File: src/rtl/rx_sop_pkg.sv
package rx_sop_pkg;

    // Scanner control states
    typedef enum logic [1:0] {
        SOP_IDLE  = 2'd0,
        SOP_READ  = 2'd1,
        SOP_CLEAR = 2'd2
    } sop_state_e;

endpackage

File: src/rtl/rx_sop_ring_step.sv
// Combinational ring successor: idx + 1, wrapping at RING_LEN.
module rx_sop_ring_step #(
    parameter int RING_LEN = 16,
    parameter int IDX_W    = 4
) (
    input  logic [IDX_W-1:0] idx_i,
    output logic [IDX_W-1:0] next_o
);
    generate
        if (RING_LEN == 1) begin : g_single
            assign next_o = '0;
        end else if ((RING_LEN & (RING_LEN - 1)) == 0 && (1 << IDX_W) == RING_LEN) begin : g_pow2
            // Natural overflow of the index gives the wrap.
            assign next_o = idx_i + 1'b1;
        end else begin : g_cmp
            localparam logic [IDX_W-1:0] LAST_IDX = IDX_W'(RING_LEN - 1);
            assign next_o = (idx_i == LAST_IDX) ? '0 : idx_i + 1'b1;
        end
    endgenerate
endmodule

File: src/rtl/rx_sop_lap_track.sv
// Counts entries examined in the current scan; flags the final entry of a lap.
module rx_sop_lap_track #(
    parameter int RING_LEN = 16,
    parameter int IDX_W    = 4
) (
    input  logic clk,
    input  logic rst_n,
    input  logic clear_i,
    input  logic step_i,
    output logic last_o
);
    localparam logic [IDX_W-1:0] FINAL_CNT = IDX_W'(RING_LEN - 1);

    logic [IDX_W-1:0] cnt_d, cnt_q;

    always_comb begin
        cnt_d = cnt_q;
        if (clear_i) begin
            cnt_d = '0;
        end else if (step_i) begin
            cnt_d = cnt_q + 1'b1;
        end
    end

    always_ff @(posedge clk or negedge rst_n) begin
        if (!rst_n) begin
            cnt_q <= '0;
        end else begin
            cnt_q <= cnt_d;
        end
    end

    assign last_o = (cnt_q == FINAL_CNT);
endmodule

File: src/rtl/rx_sop_finder.sv
module rx_sop_finder
    import rx_sop_pkg::*;
#(
    parameter int RING_LEN = 16,
    localparam int IDX_W   = (RING_LEN > 1) ? $clog2(RING_LEN) : 1
) (
    input  logic             clk,
    input  logic             rst_n,
    input  logic             start_i,
    input  logic [IDX_W-1:0] last_idx_i,
    output logic             busy_o,
    output logic             rd_req_o,
    output logic [IDX_W-1:0] rd_idx_o,
    input  logic             rd_valid_i,
    input  logic             rd_own_i,
    input  logic             rd_sop_i,
    output logic             wb_req_o,
    output logic [IDX_W-1:0] wb_idx_o,
    input  logic             wb_ack_i,
    output logic             done_o,
    output logic [IDX_W-1:0] found_idx_o,
    output logic             not_owned_o,
    output logic             lap_err_o
);

    typedef struct packed {
        sop_state_e       state;
        logic [IDX_W-1:0] cur;
        logic [IDX_W-1:0] found;
        logic             not_owned;
        logic             lap_err;
        logic             done;
    } scan_regs_t;

    scan_regs_t r_d, r_q;

    logic [IDX_W-1:0] first_idx;
    logic [IDX_W-1:0] succ_idx;
    logic             lap_last;
    logic             advance;
    logic             launch;

    // Successor of the last-used entry: first entry to examine.
    rx_sop_ring_step #(.RING_LEN(RING_LEN), .IDX_W(IDX_W)) u_first_step (
        .idx_i  (last_idx_i),
        .next_o (first_idx)
    );

    // Successor of the entry under examination.
    rx_sop_ring_step #(.RING_LEN(RING_LEN), .IDX_W(IDX_W)) u_cur_step (
        .idx_i  (r_q.cur),
        .next_o (succ_idx)
    );

    rx_sop_lap_track #(.RING_LEN(RING_LEN), .IDX_W(IDX_W)) u_lap (
        .clk     (clk),
        .rst_n   (rst_n),
        .clear_i (launch),
        .step_i  (advance),
        .last_o  (lap_last)
    );

    always_comb begin
        r_d     = r_q;
        r_d.done = 1'b0;
        advance = 1'b0;
        launch  = 1'b0;

        unique case (r_q.state)
            SOP_IDLE: begin
                if (start_i) begin
                    launch    = 1'b1;
                    r_d.state = SOP_READ;
                    r_d.cur   = first_idx;
                end
            end
            SOP_READ: begin
                if (rd_valid_i) begin
                    if (rd_sop_i) begin
                        r_d.state     = SOP_IDLE;
                        r_d.done      = 1'b1;
                        r_d.found     = r_q.cur;
                        r_d.not_owned = ~rd_own_i;
                        r_d.lap_err   = 1'b0;
                    end else if (rd_own_i) begin
                        // Hand the entry back before looking further.
                        r_d.state = SOP_CLEAR;
                    end else begin
                        advance = 1'b1;
                    end
                end
            end
            SOP_CLEAR: begin
                if (wb_ack_i) begin
                    advance = 1'b1;
                end
            end
            default: begin
                r_d.state = SOP_IDLE;
            end
        endcase

        if (advance) begin
            if (lap_last) begin
                r_d.state     = SOP_IDLE;
                r_d.done      = 1'b1;
                r_d.found     = r_q.cur;
                r_d.not_owned = 1'b0;
                r_d.lap_err   = 1'b1;
            end else begin
                r_d.state = SOP_READ;
                r_d.cur   = succ_idx;
            end
        end
    end

    always_ff @(posedge clk or negedge rst_n) begin
        if (!rst_n) begin
            r_q.state     <= SOP_IDLE;
            r_q.cur       <= '0;
            r_q.found     <= '0;
            r_q.not_owned <= 1'b0;
            r_q.lap_err   <= 1'b0;
            r_q.done      <= 1'b0;
        end else begin
            r_q <= r_d;
        end
    end

    assign busy_o      = (r_q.state != SOP_IDLE);
    assign rd_req_o    = (r_q.state == SOP_READ);
    assign rd_idx_o    = r_q.cur;
    assign wb_req_o    = (r_q.state == SOP_CLEAR);
    assign wb_idx_o    = r_q.cur;
    assign done_o      = r_q.done;
    assign found_idx_o = r_q.found;
    assign not_owned_o = r_q.not_owned;
    assign lap_err_o   = r_q.lap_err;

endmodule

File: config.mk
export PLATFORM = sky130hd
export DESIGN_NAME = rx_sop_finder
export DESIGN_NICKNAME = d
export VERILOG_FILES = /design/src/rtl/rx_sop_pkg.sv /design/src/rtl/rx_sop_ring_step.sv /design/src/rtl/rx_sop_lap_track.sv /design/src/rtl/rx_sop_finder.sv
export SDC_FILE = /design/constraint.sdc
export NUM_CORES = 1
export LEC_CHECK = 0
export BUFFER_PORTS_ARGS = -buffer_cell sky130_fd_sc_hd__buf_2
export CELL_PAD_IN_SITES_DETAIL_PLACEMENT = 1
export CELL_PAD_IN_SITES_GLOBAL_PLACEMENT = 2
export CORE_ASPECT_RATIO = 0.7
export CORE_MARGIN = 2
export CORE_UTILIZATION = 34
export DETAILED_ROUTE_END_ITERATION = 7
export GPL_ROUTABILITY_DRIVEN = 0
export GPL_TIMING_DRIVEN = 0
export PLACE_DENSITY_LB_ADDON = 0.1
export SLEW_MARGIN = 20
export SYNTH_ARGS = -nofsm -noshare
export SYNTH_HDL_FRONTEND = slang
export SYNTH_SLANG_ARGS = --single-unit
File: constraint.sdc
create_clock -name clk -period 5.3 [get_ports clk]
set_clock_uncertainty 0.1 [all_clocks]
set_input_delay 1.06 -clock clk [delete_from_list [all_inputs] [get_ports clk]]
set_output_delay 1.06 -clock clk [all_outputs]
set_load 0.01 [all_outputs]
# Word-level counts from Yosys, hierarchy flattened
# Index checks and enable logic that the tools add are counted.
# totals
regBits	17
out_inout_bits	18
word_cells	44
# classes
add_sub_neg	3
n_eq_ne	7
mux	22
n_bitwise	1
n_reduce_logical	4
# ops
operator	n
7-bit two-way mux	4
4-bit two-way mux	4
13-bit two-way mux	1
4-bit by 1-bit adder with 4-bit output (second input constant)	3
1-bit two-way mux	7
2-bit two-way mux	3
6-bit two-way mux	1
2-bit case mux with 3 select lines	1
4-bit == test (second input constant)	1
4-bit by 1-bit != test with 1-bit output (second input constant)	1
4-bit AND reduction	1
2-bit nonzero test	2
3-bit by 1-bit != test with 1-bit output (second input constant)	1
3-bit != test (second input constant)	1
2-bit by 1-bit == test with 1-bit output (second input constant)	1
2-bit == test (second input constant)	1
2-bit logical NOT	1
2-bit by 1-bit != test with 1-bit output (second input constant)	1
1-bit case mux with 2 select lines	1
1-bit NOT	1

# Logic depth before layout (Yosys ltp)
# Gate-level depths: netlist of the first run.
# depth
depth_word	6
ltp_mapped	7
depth_no_buf	6

# By module
# From an unflattened synthesis of the first run, not the netlist that was laid out.
# unflattened
cells_unflattened	91
hier_area_um2	1067.3
# modules_own_cells
mod	n_inst	cells_per_inst	area_per_inst_um2
rx_sop_finder	1	64	780.7
rx_sop_lap_track	1	17	198.9
rx_sop_ring_step	2	5	43.8

# Worst setup path before layout of the first run
# Ideal clock, no wire load.
# synth_timing
kind	input to register
start	input port rd_sop_i
end	register r_q (netlist bit found_idx_o[0])
setup_time_ps	125
t_arrival_ps	2046
t_required_ps	5075
slack_ps	3029
cell_stages	4
path_buffers	0
path_cell_list	and4bb_4 > o21ai_4 > o21ai_4 > mux2_2
# synth_rtl
element	line_no	source
start: declaration	rx_sop_finder.sv:16	input logic rd_sop_i,
end signal: assignment	rx_sop_finder.sv:126	r_q <= r_d;
end: declaration	rx_sop_finder.sv:35	scan_regs_t r_d, r_q;

# Worst setup path in the final report of the first run
# layout_timing
start	register r_q[12] in the netlist's numbering
end	output port rd_req_o
# layout_between
elab_chain_cells	1
# layout_lines
element	line_no	source
2-bit by 1-bit == test with 1-bit output	rx_sop_finder.sv:131	assign rd_req_o = (r_q.state == SOP_READ);
end: declaration	rx_sop_finder.sv:12	output logic rd_req_o,
# No other way between the ends.

==> insert_results.sql, run 1 <==
INSERT INTO impl_metrics (metric_group, metric, value, unit) VALUES
('run_status', 'status', 'finished, final reports clean', ''),
('finish', 'layout-area-overhead-vs-synth', '21.95', '%'),
('timing', 'hold_slack', '0.3884', 'ns'),
('pwr', 'worst_ir_drop_vdd', '0.1883', 'mV'),
('clock_tree', 'cts_tree', 'yes', ''),
('floorplan', 'die_footprint', '3571', 'um^2'),
('pwr', 'p_leak', '0.6402', 'nW'),
('clock_tree', 'cts.repair.resized', '0', ''),
('critical_path', 'critPathCaptureType', 'output port', ''),
('detailed_routing', 'vias_per_cell', '4.846', ''),
('timing', 'layout_setup_ws', '2.922', 'ns'),
('finish', 'num-nets-final', '151', ''),
('yosys', 'synthesis.area_per_instance', '10.44', 'um^2'),
('floorplan', 'placement_rows', '16', ''),
('critical_path', 'start_kind', 'flip-flop', ''),
('place', 'io_buffers', '28', ''),
('detailed_routing', 'm1WireLength', '1151', 'um'),
('timing', 'final-setup-viol-count', '0', ''),
('place', 'detailedPlace.worstSlack', '2.800', 'ns'),
('detailed_routing', 'residual_drc_count', '0', ''),
('yosys', 'yosysWarningCount', '0', ''),
('timing', 'clock.fmax', '420.5', 'MHz'),
('clock_tree', 'clockRootBuffer', 'sky130_fd_sc_hd__clkbuf_8', ''),
('global_route', 'first_global_vias', '847', ''),
('place', 'dp.final_hpwl', '1789', 'um'),
('floorplan', 'ioPinCount', '29', ''),
('detailed_routing', 'drt_pass1_iterations', '4', ''),
('yosys', 'synthesis.nets', '118', ''),
('run', 'timing.max_cap.violations', '0', ''),
('critical_path', 'worst-endpoint-arrival', '1.22', 'ns'),
('floorplan', 'dieHeight', '50.60', 'um'),
('clock_tree', 'h_tree_lvls', '1', ''),
('finish', 'seqCellArea', '425.4', 'um^2'),
('critical_path', 'timing_worst_setup_path_type', 'reg -> out', ''),
('finish', 'layout-drive-gt1-share', '41.35', '%'),
('place', 'placed_cells_incl_taps', '165', ''),
('critical_path', 'worstPathMaxFanout', '5', ''),
('yosys', 'ys_seq_elements', '17', ''),
('detailed_routing', 'top_signal_layer_used', 'met4', ''),
('critical_path', 'worstPathRequired', '4.14', 'ns'),
('timing', 'tightest_slew', '0.4037', 'ns'),
('clock_tree', 'clock_sinks', '17', ''),
('timing', 'final_min_period_over_clock_period', '44.87', '%'),
('floorplan', 'core', '2883', 'um^2'),
('detailed_routing', 'met3WireLength', '112', 'um'),
('global_route', 'grt_start_max_net_pins', '18', ''),
('detailed_routing', 'detail_route.iter0.violations', '54', ''),
('timing', 'report.final.hold_viol_count', '0', ''),
('floorplan', 'initial_core_util', '36.59', '%'),
('global_route', 'grt.total_usage', '14.33', '%'),
('timing', 'fin_tns_setup', '0', 'ns'),
('global_route', 'grt_pass1_wl', '4002', 'um'),
('clock_tree', 'clock_tree_buf_depth', '2', ''),
('clock_tree', 'cts_post_setup_buffers_inserted', '0', ''),
('finish', 'area_used_by_multi_input_combinational_logic', '519.2', 'um^2'),
('clock_tree', 'numCtsBuffers', '3', ''),
('clock_tree', 'clock_insertion_delay_worst_skew', '0.26', 'ns'),
('pwr', 'p_per_area', '510.8', 'nW/um^2'),
('clock_tree', 'hold_fix_buffer_count_after_cts', '0', ''),
('detailed_routing', 'via_count', '819', ''),
('timing', 'final.min_clock_period', '2.378', 'ns'),
('min_path', 'worst_hold_path_type', 'reg -> reg', ''),
('detailed_routing', 'routed_wl', '2249', 'um'),
('global_route', 'antenna_found_initial', '0', ''),
('finish', 'layout_filler_cell_count', '346', ''),
('timing', 'timing.slew.headroom', '73.09', '%'),
('clock_tree', 'clkTransAtPathRegs', '0.07', 'ns'),
('yosys', 'synth.yosys.seq_area_share', '40.33', '%'),
('detailed_routing', 'met2_wire_len', '977', 'um'),
('timing', 'slew_violations', '0', ''),
('timing', 'rsz0062_at_grt', 'no', ''),
('floorplan', 'die_width', '70.57', 'um'),
('global_route', 'grt_total_ovfl', '0', ''),
('yosys', 'synth_cell_type_count', '33', ''),
('yosys', 'synthesis.instances', '101', ''),
('yosys', 'syn-cell-area', '1055', 'um^2'),
('finish', 'non_filler_cells_in_the_finished_layout', '169', ''),
('detailed_routing', 'route.detailed.wl_per_inst', '13.31', 'um'),
('detailed_routing', 'route.antenna.remaining_nets', '0', ''),
('finish', 'num_antenna_cells', '0', '');
critical path: stages (launching register included):
cell and delay (ns):
sky130_fd_sc_hd__dfrtp_1 0.44, sky130_fd_sc_hd__inv_1 0.10, sky130_fd_sc_hd__ha_1 0.25, sky130_fd_sc_hd__buf_2 0.16
layout by cell type, fill, tap and decap left out, types with 2 or more instances in the layout:
master	instances
sky130_fd_sc_hd__ha_1	6
sky130_fd_sc_hd__o21ai_4	2
sky130_fd_sc_hd__a21boi_0	2
sky130_fd_sc_hd__xor2_1	4
sky130_fd_sc_hd__dfrtp_1	17
sky130_fd_sc_hd__o211ai_1	4
sky130_fd_sc_hd__buf_4	12
sky130_fd_sc_hd__nand3_1	5
sky130_fd_sc_hd__and3_1	2
sky130_fd_sc_hd__buf_2	29
sky130_fd_sc_hd__nand2_1	5
sky130_fd_sc_hd__mux2_2	3
sky130_fd_sc_hd__a21oi_1	4
sky130_fd_sc_hd__o21ai_0	2
sky130_fd_sc_hd__nor2_1	11
sky130_fd_sc_hd__and2_1	2
sky130_fd_sc_hd__clkbuf_8	3
sky130_fd_sc_hd__inv_1	3
final cells by class:
cell class / instances / share of cell area, %
clock buffers: 3 / 3.210
flip-flops and latches: 17 / 33.07
plain buffers: 14 / 7.685
repair buffers: 28 / 10.89
inverters: 3 / 0.8755
clock inverters: 1 / 0.3891
well taps: 36 / 3.502
multi-input cells: 67 / 40.37
final timing paths:
| check | start | to | slack [ns] | cells after the start |
|---|---|---|---|---|
| min in group asynchronous | rst_n | r_q[11] | 0.62 | 1 |
| min reg2reg | lap_err_o | lap_err_o | 0.39 | 1 |
| min | lap_err_o | lap_err_o | 0.39 | 1 |
| max | r_q[12] | rd_req_o | 2.92 | 3 |
| max reg2reg | r_q[12] | found_idx_o[2] | 3.27 | 6 |
| max in group asynchronous | rst_n | rd_idx_o[2] | 4.21 | 1 |
cell usage after synthesis, drive strengths merged:
cell type	number	share of area, %
a21o	1	0.71
nand3	5	2.4
a221oi	1	0.83
mux2i	1	0.95
xor2	4	3.3
mux2	5	5.7
o221a	1	1.1
nand4	1	0.59
nor3b	1	0.71
and2	2	1.2
buf	13	9.0
dfrtp	17	40
nand2	5	1.8
a31oi	1	0.59
ha	6	7.1
inv	3	1.1
xnor2	1	0.83
and4bb	1	1.5
a21boi	2	1.4
nor2	11	3.9
and3	2	1.2
nor2b	1	0.59
a211oi	1	1.2
a31o	1	0.83
a21oi	4	1.9
o21ai	4	4.0
o211ai	5	4.9
clkbuf	1	0.36
flip-flops by register name, indices dropped and copies added, names as in the netlist:
| register | flops |
|---|---|
| rd_idx_o | 4 |
| r_q | 2 |
| lap_err_o | 1 |
| not_owned_o | 1 |
| done_o | 1 |
| u_lap.cnt_q | 4 |
| found_idx_o | 4 |
stage by stage:
step                      util (%)  total power, W  instance area (um^2)
after detailed placement     43.01       0.0005641                  1240
after floorplan                  -       0.0004572                  1055
final                        44.62       0.0006570                  1286
after global placement       43.01       0.0005545                  1240
after CTS                    44.62       0.0006670                  1286
after global routing         44.62       0.0007140                  1286
metal layers:
metal / vias up / global-route usage, %
met3: 2 / 5.020
met1: 392 / 20.15
li1: 409 / -
met5: - / 0
met2: 16 / 22.33
met4: 0 / 0.9434
logic make-up (layout without fill, tap and decap cells):
logic type / after synthesis / in the layout / synth area share, %
flip-flops: 17 / 17 / 40.33
AND/OR/NAND/NOR: 29 / 29 / 13.88
XOR/XNOR: 5 / 5 / 4.152
adder cells (fa/ha/maj): 6 / 6 / 7.117
multiplexers: 6 / 6 / 6.642
AO/OA/AOI/OAI: 21 / 21 / 17.44
buffers and inverters: 17 / 49 / 10.44
power by group:
group | internal [W] | switching, W | leakage [nW] | total, W
registers | 0.000175 | 0.0000484 | 0.215 | 0.000223
logic | 0.000176 | 0.000156 | 0.399 | 0.000333
clock network | 0.0000523 | 0.0000489 | 0.0255 | 0.000101
Power figures use the tool's default switching activity.
==> run 2, diff against run 1 <==
Settings changed: CORE_UTILIZATION 34 to 31.
Clock period 5.3 ns to 2.4 ns, I/O delays scaled along.
==> insert_results.sql, run 2 (synthesized netlist as in run 1, its figures left out) <==
INSERT INTO impl_metrics (metric_group, metric, value, unit) VALUES
('critical_path', 'reg_to_reg_critical_path_endpoint', 'found_idx_o[0]', ''),
('critical_path', 'critPathCaptureType', 'flip-flop', ''),
('timing', 'tightest_slew', '0.4072', 'ns'),
('floorplan', 'die_width', '73.72', 'um'),
('timing', 'timing.slew.headroom', '72.85', '%'),
('detailed_routing', 'routed_wl', '2201', 'um'),
('floorplan', 'core', '3191', 'um^2'),
('clock_tree', 'numCtsBuffers', '3', ''),
('clock_tree', 'clock_tree_buf_depth', '2', ''),
('floorplan', 'die_footprint', '3893', 'um^2'),
('detailed_routing', 'drt_pass1_iterations', '4', ''),
('finish', 'num-nets-final', '151', ''),
('critical_path', 'worstPathRequired', '2.44', 'ns'),
('place', 'io_buffers', '28', ''),
('finish', 'most-common-layout-cells', 'sky130_fd_sc_hd__buf_2 (29), sky130_fd_sc_hd__dfrtp_1 (17), sky130_fd_sc_hd__buf_4 (12)', ''),
('timing', 'report.final.hold_viol_count', '0', ''),
('detailed_routing', 'detail_route.iter0.violations', '7', ''),
('global_route', 'grt_total_ovfl', '0', ''),
('finish', 'layout_filler_cell_count', '377', ''),
('critical_path', 'startpoint_of_the_lowest_slack_register_to_register_path', 'r_q[12]', ''),
('detailed_routing', 'residual_drc_count', '0', ''),
('critical_path', 'worst_r2r_path_depth', '6', ''),
('finish', 'num_antenna_cells', '0', ''),
('timing', 'slew_violations', '0', ''),
('pwr', 'p_leak', '0.6374', 'nW'),
('pwr', 'worst_ir_drop_vdd', '0.3381', 'mV'),
('finish', 'area_used_by_multi_input_combinational_logic', '519.2', 'um^2'),
('clock_tree', 'clkTransAtPathRegs', '0.06', 'ns'),
('min_path', 'worst_hold_path_type', 'in -> async', ''),
('finish', 'layout.cells.most_common', 'sky130_fd_sc_hd__buf_2', ''),
('clock_tree', 'cts_post_setup_buffers_inserted', '0', ''),
('finish', 'layout-drive-gt1-share', '40.60', '%'),
('pwr', 'p_per_area', '1120', 'nW/um^2'),
('finish', 'seqCellArea', '425.4', 'um^2'),
('floorplan', 'placement_rows', '17', ''),
('global_route', 'antenna_found_initial', '0', ''),
('global_route', 'grt_pass1_wl', '3781', 'um'),
('timing', 'fin_tns_setup', '0', 'ns'),
('floorplan', 'initial_core_util', '33.06', '%'),
('detailed_routing', 'route.antenna.remaining_nets', '0', ''),
('run_status', 'status', 'finished, final reports clean', ''),
('clock_tree', 'clock_insertion_delay_worst_skew', '0.25', 'ns'),
('global_route', 'grt.total_usage', '13.22', '%'),
('clock_tree', 'h_tree_lvls', '1', ''),
('detailed_routing', 'via_count', '805', ''),
('clock_tree', 'hold_fix_buffer_count_after_cts', '0', ''),
('timing', 'final.min_clock_period', '1.976', 'ns'),
('timing', 'final-setup-viol-count', '0', ''),
('critical_path', 'worst-endpoint-arrival', '2.01', 'ns'),
('floorplan', 'ioPinCount', '29', ''),
('global_route', 'first_global_vias', '830', ''),
('finish', 'postLayoutCoreUtil', '40.35', '%'),
('critical_path', 'start_kind', 'flip-flop', ''),
('floorplan', 'dieHeight', '52.81', 'um'),
('clock_tree', 'cts.repair.resized', '0', ''),
('critical_path', 'worstPathMaxFanout', '6', ''),
('clock_tree', 'clockRootBuffer', 'sky130_fd_sc_hd__clkbuf_8', ''),
('timing', 'rsz0062_at_grt', 'no', ''),
('finish', 'layout-area-overhead-vs-synth', '22.06', '%'),
('detailed_routing', 'vias_per_cell', '4.708', ''),
('timing', 'clock.fmax', '506.0', 'MHz'),
('global_route', 'grt_start_max_net_pins', '18', ''),
('detailed_routing', 'route.detailed.wl_per_inst', '12.87', 'um'),
('run', 'timing.max_cap.violations', '0', ''),
('clock_tree', 'clock_sinks', '17', ''),
('place', 'dp.final_hpwl', '1742', 'um'),
('clock_tree', 'cts_tree', 'yes', ''),
('critical_path', 'ff_to_ff_setup_slack', '0.42', 'ns'),
('critical_path', 'timing_worst_setup_path_type', 'reg -> reg', ''),
('timing', 'final_min_period_over_clock_period', '82.35', '%');
## run 2: worst max path at each step
stage,from,to,slack (ns),cells after the start
after global routing,r_q[12],found_idx_o[1],0.28,6
after floorplan,r_q[12],found_idx_o[0],0.52,6
after detailed placement,r_q[12],found_idx_o[1],0.41,6
after global placement,r_q[12],found_idx_o[0],0.43,6
after CTS,r_q[12],found_idx_o[1],0.40,6
final,r_q[12],found_idx_o[0],0.42,6
## run 2: final cells by class
cell class | count | area share, %
plain buffers | 14 | 7.677
flip-flops and latches | 17 | 33.04
inverters | 3 | 0.8746
repair buffers | 28 | 10.88
clock buffers | 4 | 3.499
well taps | 38 | 3.693
multi-input cells | 67 | 40.33
## run 2: worst max-delay path: stages, from the launching register on
cell and delay (ns):
sky130_fd_sc_hd__dfrtp_1 0.42, sky130_fd_sc_hd__inv_1 0.10, sky130_fd_sc_hd__ha_1 0.23, sky130_fd_sc_hd__and4bb_4 0.33, sky130_fd_sc_hd__o21ai_4 0.12, sky130_fd_sc_hd__o21ai_4 0.22, sky130_fd_sc_hd__mux2_2 0.36
## run 2: per-layer routing
metal	vias to the layer above	GRT usage [%]	wire, um
met2	11	20.24	1013
li1	409	-	-
met1	383	17.58	1108
met5	-	0	0
met4	0	2.727	13
met3	2	5.192	65
## run 2: metrics by stage
| step | hold WS, ns | cell area [um^2] | std cells | setup WS (ns) | power, W |
|---|---|---|---|---|---|
| floorplan | 0.08441 | 1055 | 101 | 0.5248 | 0.001010 |
| global placement | 0.3265 | 1242 | 167 | 0.4252 | 0.001227 |
| detailed placement | 0.3418 | 1242 | 167 | 0.4076 | 0.001248 |
| CTS | 0.06687 | 1287 | 171 | 0.3994 | 0.001469 |
| global route | 0.07658 | 1287 | 171 | 0.2826 | 0.001579 |
| finish | 0.05151 | 1287 | 171 | 0.4237 | 0.001442 |
## run 2: power by group
| part | switching [W] | internal [W] | total (W) |
|---|---|---|---|
| Sequential | 0.000106 | 0.000386 | 0.000492 |
| Clock | 0.0000939 | 0.000118 | 0.000211 |
| Combinational | 0.000349 | 0.000390 | 0.000738 |
| Total | 0.000548 | 0.000894 | 0.00144 |
==> run 3, diff against run 2 <==
Clock period 2.4 ns to 1.9 ns, I/O delays scaled along.
==> insert_results.sql, run 3 (synthesized netlist as in run 1, its figures left out) <==
INSERT INTO impl_metrics (metric_group, metric, value, unit) VALUES
('run_status', 'status', 'finished, final reports clean', ''),
('timing', 'layout_setup_ws', '0.09749', 'ns'),
('clock_tree', 'h_tree_lvls', '1', ''),
('pwr', 'comb_power_share', '54.0', '%'),
('floorplan', 'initial_core_util', '33.06', '%'),
('place', 'dp.final_hpwl', '1742', 'um'),
('timing', 'final_min_period_over_clock_period', '94.87', '%'),
('finish', 'most-common-layout-cells', 'sky130_fd_sc_hd__buf_2 (29), sky130_fd_sc_hd__buf_4 (17), sky130_fd_sc_hd__dfrtp_1 (17)', ''),
('min_path', 'worst_hold_path.endpoint', 'rd_idx_o[0]', ''),
('timing', 'final-setup-viol-count', '0', ''),
('min_path', 'hold_path_startpoint', 'last_idx_i[0]', ''),
('min_path', 'min_path_cells', '4', ''),
('detailed_routing', 'route.detailed.wl_per_inst', '12.84', 'um'),
('place', 'io_buffers', '28', ''),
('finish', 'num_antenna_cells', '0', ''),
('pwr', 'p_per_area', '1414', 'nW/um^2'),
('clock_tree', 'clockRootBuffer', 'sky130_fd_sc_hd__clkbuf_8', ''),
('critical_path', 'worst_r2r_path_depth', '6', ''),
('global_route', 'grt_start_max_net_pins', '18', ''),
('global_route', 'grt_total_ovfl', '0', ''),
('floorplan', 'die_footprint', '3893', 'um^2'),
('pwr', 'power.share.switching', '37.58', '%'),
('pwr', 'share_of_power_burned_in_registers', '32.2', '%'),
('clock_tree', 'clock_insertion_delay_worst_skew', '0.25', 'ns'),
('finish', 'layout.cells.most_common', 'sky130_fd_sc_hd__buf_2', ''),
('detailed_routing', 'route.antenna.remaining_nets', '0', ''),
('pwr', 'p_int', '0.001210', 'W'),
('finish', 'layout-drive-gt1-share', '47.10', '%'),
('critical_path', 'startpoint_of_the_lowest_slack_register_to_register_path', 'r_q[12]', ''),
('critical_path', 'cp_cell_sequence', 'inv_2 -> ha_4 -> and4bb_4 -> o21ai_4 -> o21ai_4 -> mux2_2', ''),
('timing', 'hold_slack', '0.3625', 'ns'),
('global_route', 'antenna_found_initial', '0', ''),
('timing', 'slew_violations', '0', ''),
('pwr', 'power.switching', '0.0007285', 'W'),
('detailed_routing', 'routed_wl', '2259', 'um'),
('clock_tree', 'numCtsBuffers', '3', ''),
('timing', 'timing.slew.headroom', '73.79', '%'),
('timing', 'report.final.hold_viol_count', '0', ''),
('pwr', 'worst_ir_drop_vdd', '0.4268', 'mV'),
('critical_path', 'timing_worst_setup_path_type', 'reg -> reg', ''),
('timing', 'tightest_slew', '0.3932', 'ns'),
('critical_path', 'critPathCaptureType', 'flip-flop', ''),
('floorplan', 'ioPinCount', '29', ''),
('pwr', 'p_leak', '0.6680', 'nW'),
('clock_tree', 'cts_tree', 'yes', ''),
('detailed_routing', 'vias_per_cell', '4.739', ''),
('min_path', 'worst_hold_path_type', 'in -> reg', ''),
('detailed_routing', 'residual_drc_count', '0', ''),
('critical_path', 'ff_to_ff_setup_slack', '0.1', 'ns'),
('detailed_routing', 'drt_pass1_iterations', '4', ''),
('floorplan', 'core', '3191', 'um^2'),
('critical_path', 'timing.critical_path.slowest_cell_delay', '0.39', 'ns'),
('critical_path', 'worst-endpoint-arrival', '1.84', 'ns'),
('critical_path', 'worstPathMaxFanout', '6', ''),
('finish', 'num-nets-final', '156', ''),
('global_route', 'grt_pass1_wl', '3891', 'um'),
('clock_tree', 'clock_sinks', '17', ''),
('critical_path', 'start_kind', 'flip-flop', ''),
('pwr', 'total_power', '0.001938', 'W'),
('run', 'timing.max_cap.violations', '0', ''),
('timing', 'fin_tns_setup', '0', 'ns'),
('critical_path', 'worstPathRequired', '1.94', 'ns'),
('detailed_routing', 'via_count', '834', ''),
('clock_tree', 'clkTransAtPathRegs', '0.06', 'ns'),
('clock_tree', 'clock_tree_buf_depth', '2', ''),
('detailed_routing', 'detail_route.iter0.violations', '9', ''),
('critical_path', 'critPathSlowestCell', 'sky130_fd_sc_hd__dfrtp_1', ''),
('timing', 'clock.fmax', '554.8', 'MHz'),
('place', 'detailedPlace.worstSlack', '-0.09243', 'ns'),
('floorplan', 'die_width', '73.72', 'um'),
('timing', 'rsz0062_at_grt', 'no', ''),
('finish', 'layout-area-overhead-vs-synth', '30.01', '%'),
('floorplan', 'placement_rows', '17', ''),
('floorplan', 'dieHeight', '52.81', 'um'),
('critical_path', 'crit_top_cell', 'sky130_fd_sc_hd__o21ai_4', ''),
('critical_path', 'reg_to_reg_critical_path_endpoint', 'found_idx_o[0]', ''),
('pwr', 'clkPwrFrac', '13.8', '%'),
('timing', 'final.min_clock_period', '1.803', 'ns'),
('global_route', 'grt.total_usage', '13.58', '%'),
('global_route', 'first_global_vias', '863', '');
==> run 3: changes by cell type in the layout (fill, tap and decap cells not counted), sizes merged <==
cell         delta
clkbuf          -1
buf             +5
dlygate4sd3     +1
==> run 3: worst max path at each step <==
stage / start / end / slack, ns / cells past startpoint
after global routing: r_q[12] / found_idx_o[1] / 0.004 / 6
after CTS: r_q[12] / found_idx_o[1] / 0.005 / 6
after floorplan: r_q[12] / found_idx_o[0] / 0.02 / 6
final: r_q[12] / found_idx_o[0] / 0.1 / 6
after global placement: r_q[12] / found_idx_o[0] / -0.07 / 6
after detailed placement: r_q[12] / found_idx_o[1] / -0.09 / 6
==> run 3: metal layers <==
metal | up-vias | track usage, % | part of all wire, %
met5 | - | 0 | 0
met4 | 0 | 2.727 | 0.58
met3 | 2 | 5.192 | 3.5
met2 | 16 | 21.43 | 47
met1 | 398 | 17.69 | 49
li1 | 418 | - | -
==> run 3: final cells by class <==
type                    count  area (um^2)
clock buffers               4        45.04
multi-input cells          67        559.3
inverters                   3        11.26
flip-flops and latches     17        425.4
well taps                  38        47.55
plain buffers              13        95.09
fillers                   373         1819
repair buffers             34        187.7
==> run 3: timing repair <==
action	CTS	global route
endpoints found under the setup margin	5	5
buffers inserted	3	2
resized for setup	5	5
hold endpoints to repair	17	0
hold buffers	1	0
pin swaps	2	2
==> run 3: critical path, delay by kind of cell (launching register included) <==
kind | cells | cell delay, ns
AO/OA/AOI/OAI | 2 | 0.32
adder cells (fa/ha/maj) | 1 | 0.15
buffers and inverters | 1 | 0.08
flip-flops | 1 | 0.39
multiplexers | 1 | 0.36
AND/OR/NAND/NOR | 1 | 0.29
==> run 3: power groups by stage <==
stage / Sequential [W] / Clock (W) / Combinational, W
5_1_grt: 0.000653 / 0.000299 / 0.00117
2_1_floorplan: 0.000595 / 0 / 0.000680
6_report: 0.000625 / 0.000267 / 0.00105
4_1_cts: 0.000623 / 0.000285 / 0.000996
3_3_place_gp: 0.000625 / 0 / 0.000925
3_5_place_dp: 0.000630 / 0 / 0.000946
==> run 3: stage by stage <==
step / cells / utilization [%] / area [um^2]
floorplan: 101 / - / 1055
global placement: 167 / 38.94 / 1242
detailed placement: 167 / 38.94 / 1242
CTS: 175 / 41.92 / 1338
global route: 176 / 42.98 / 1371
finish: 176 / 42.98 / 1371
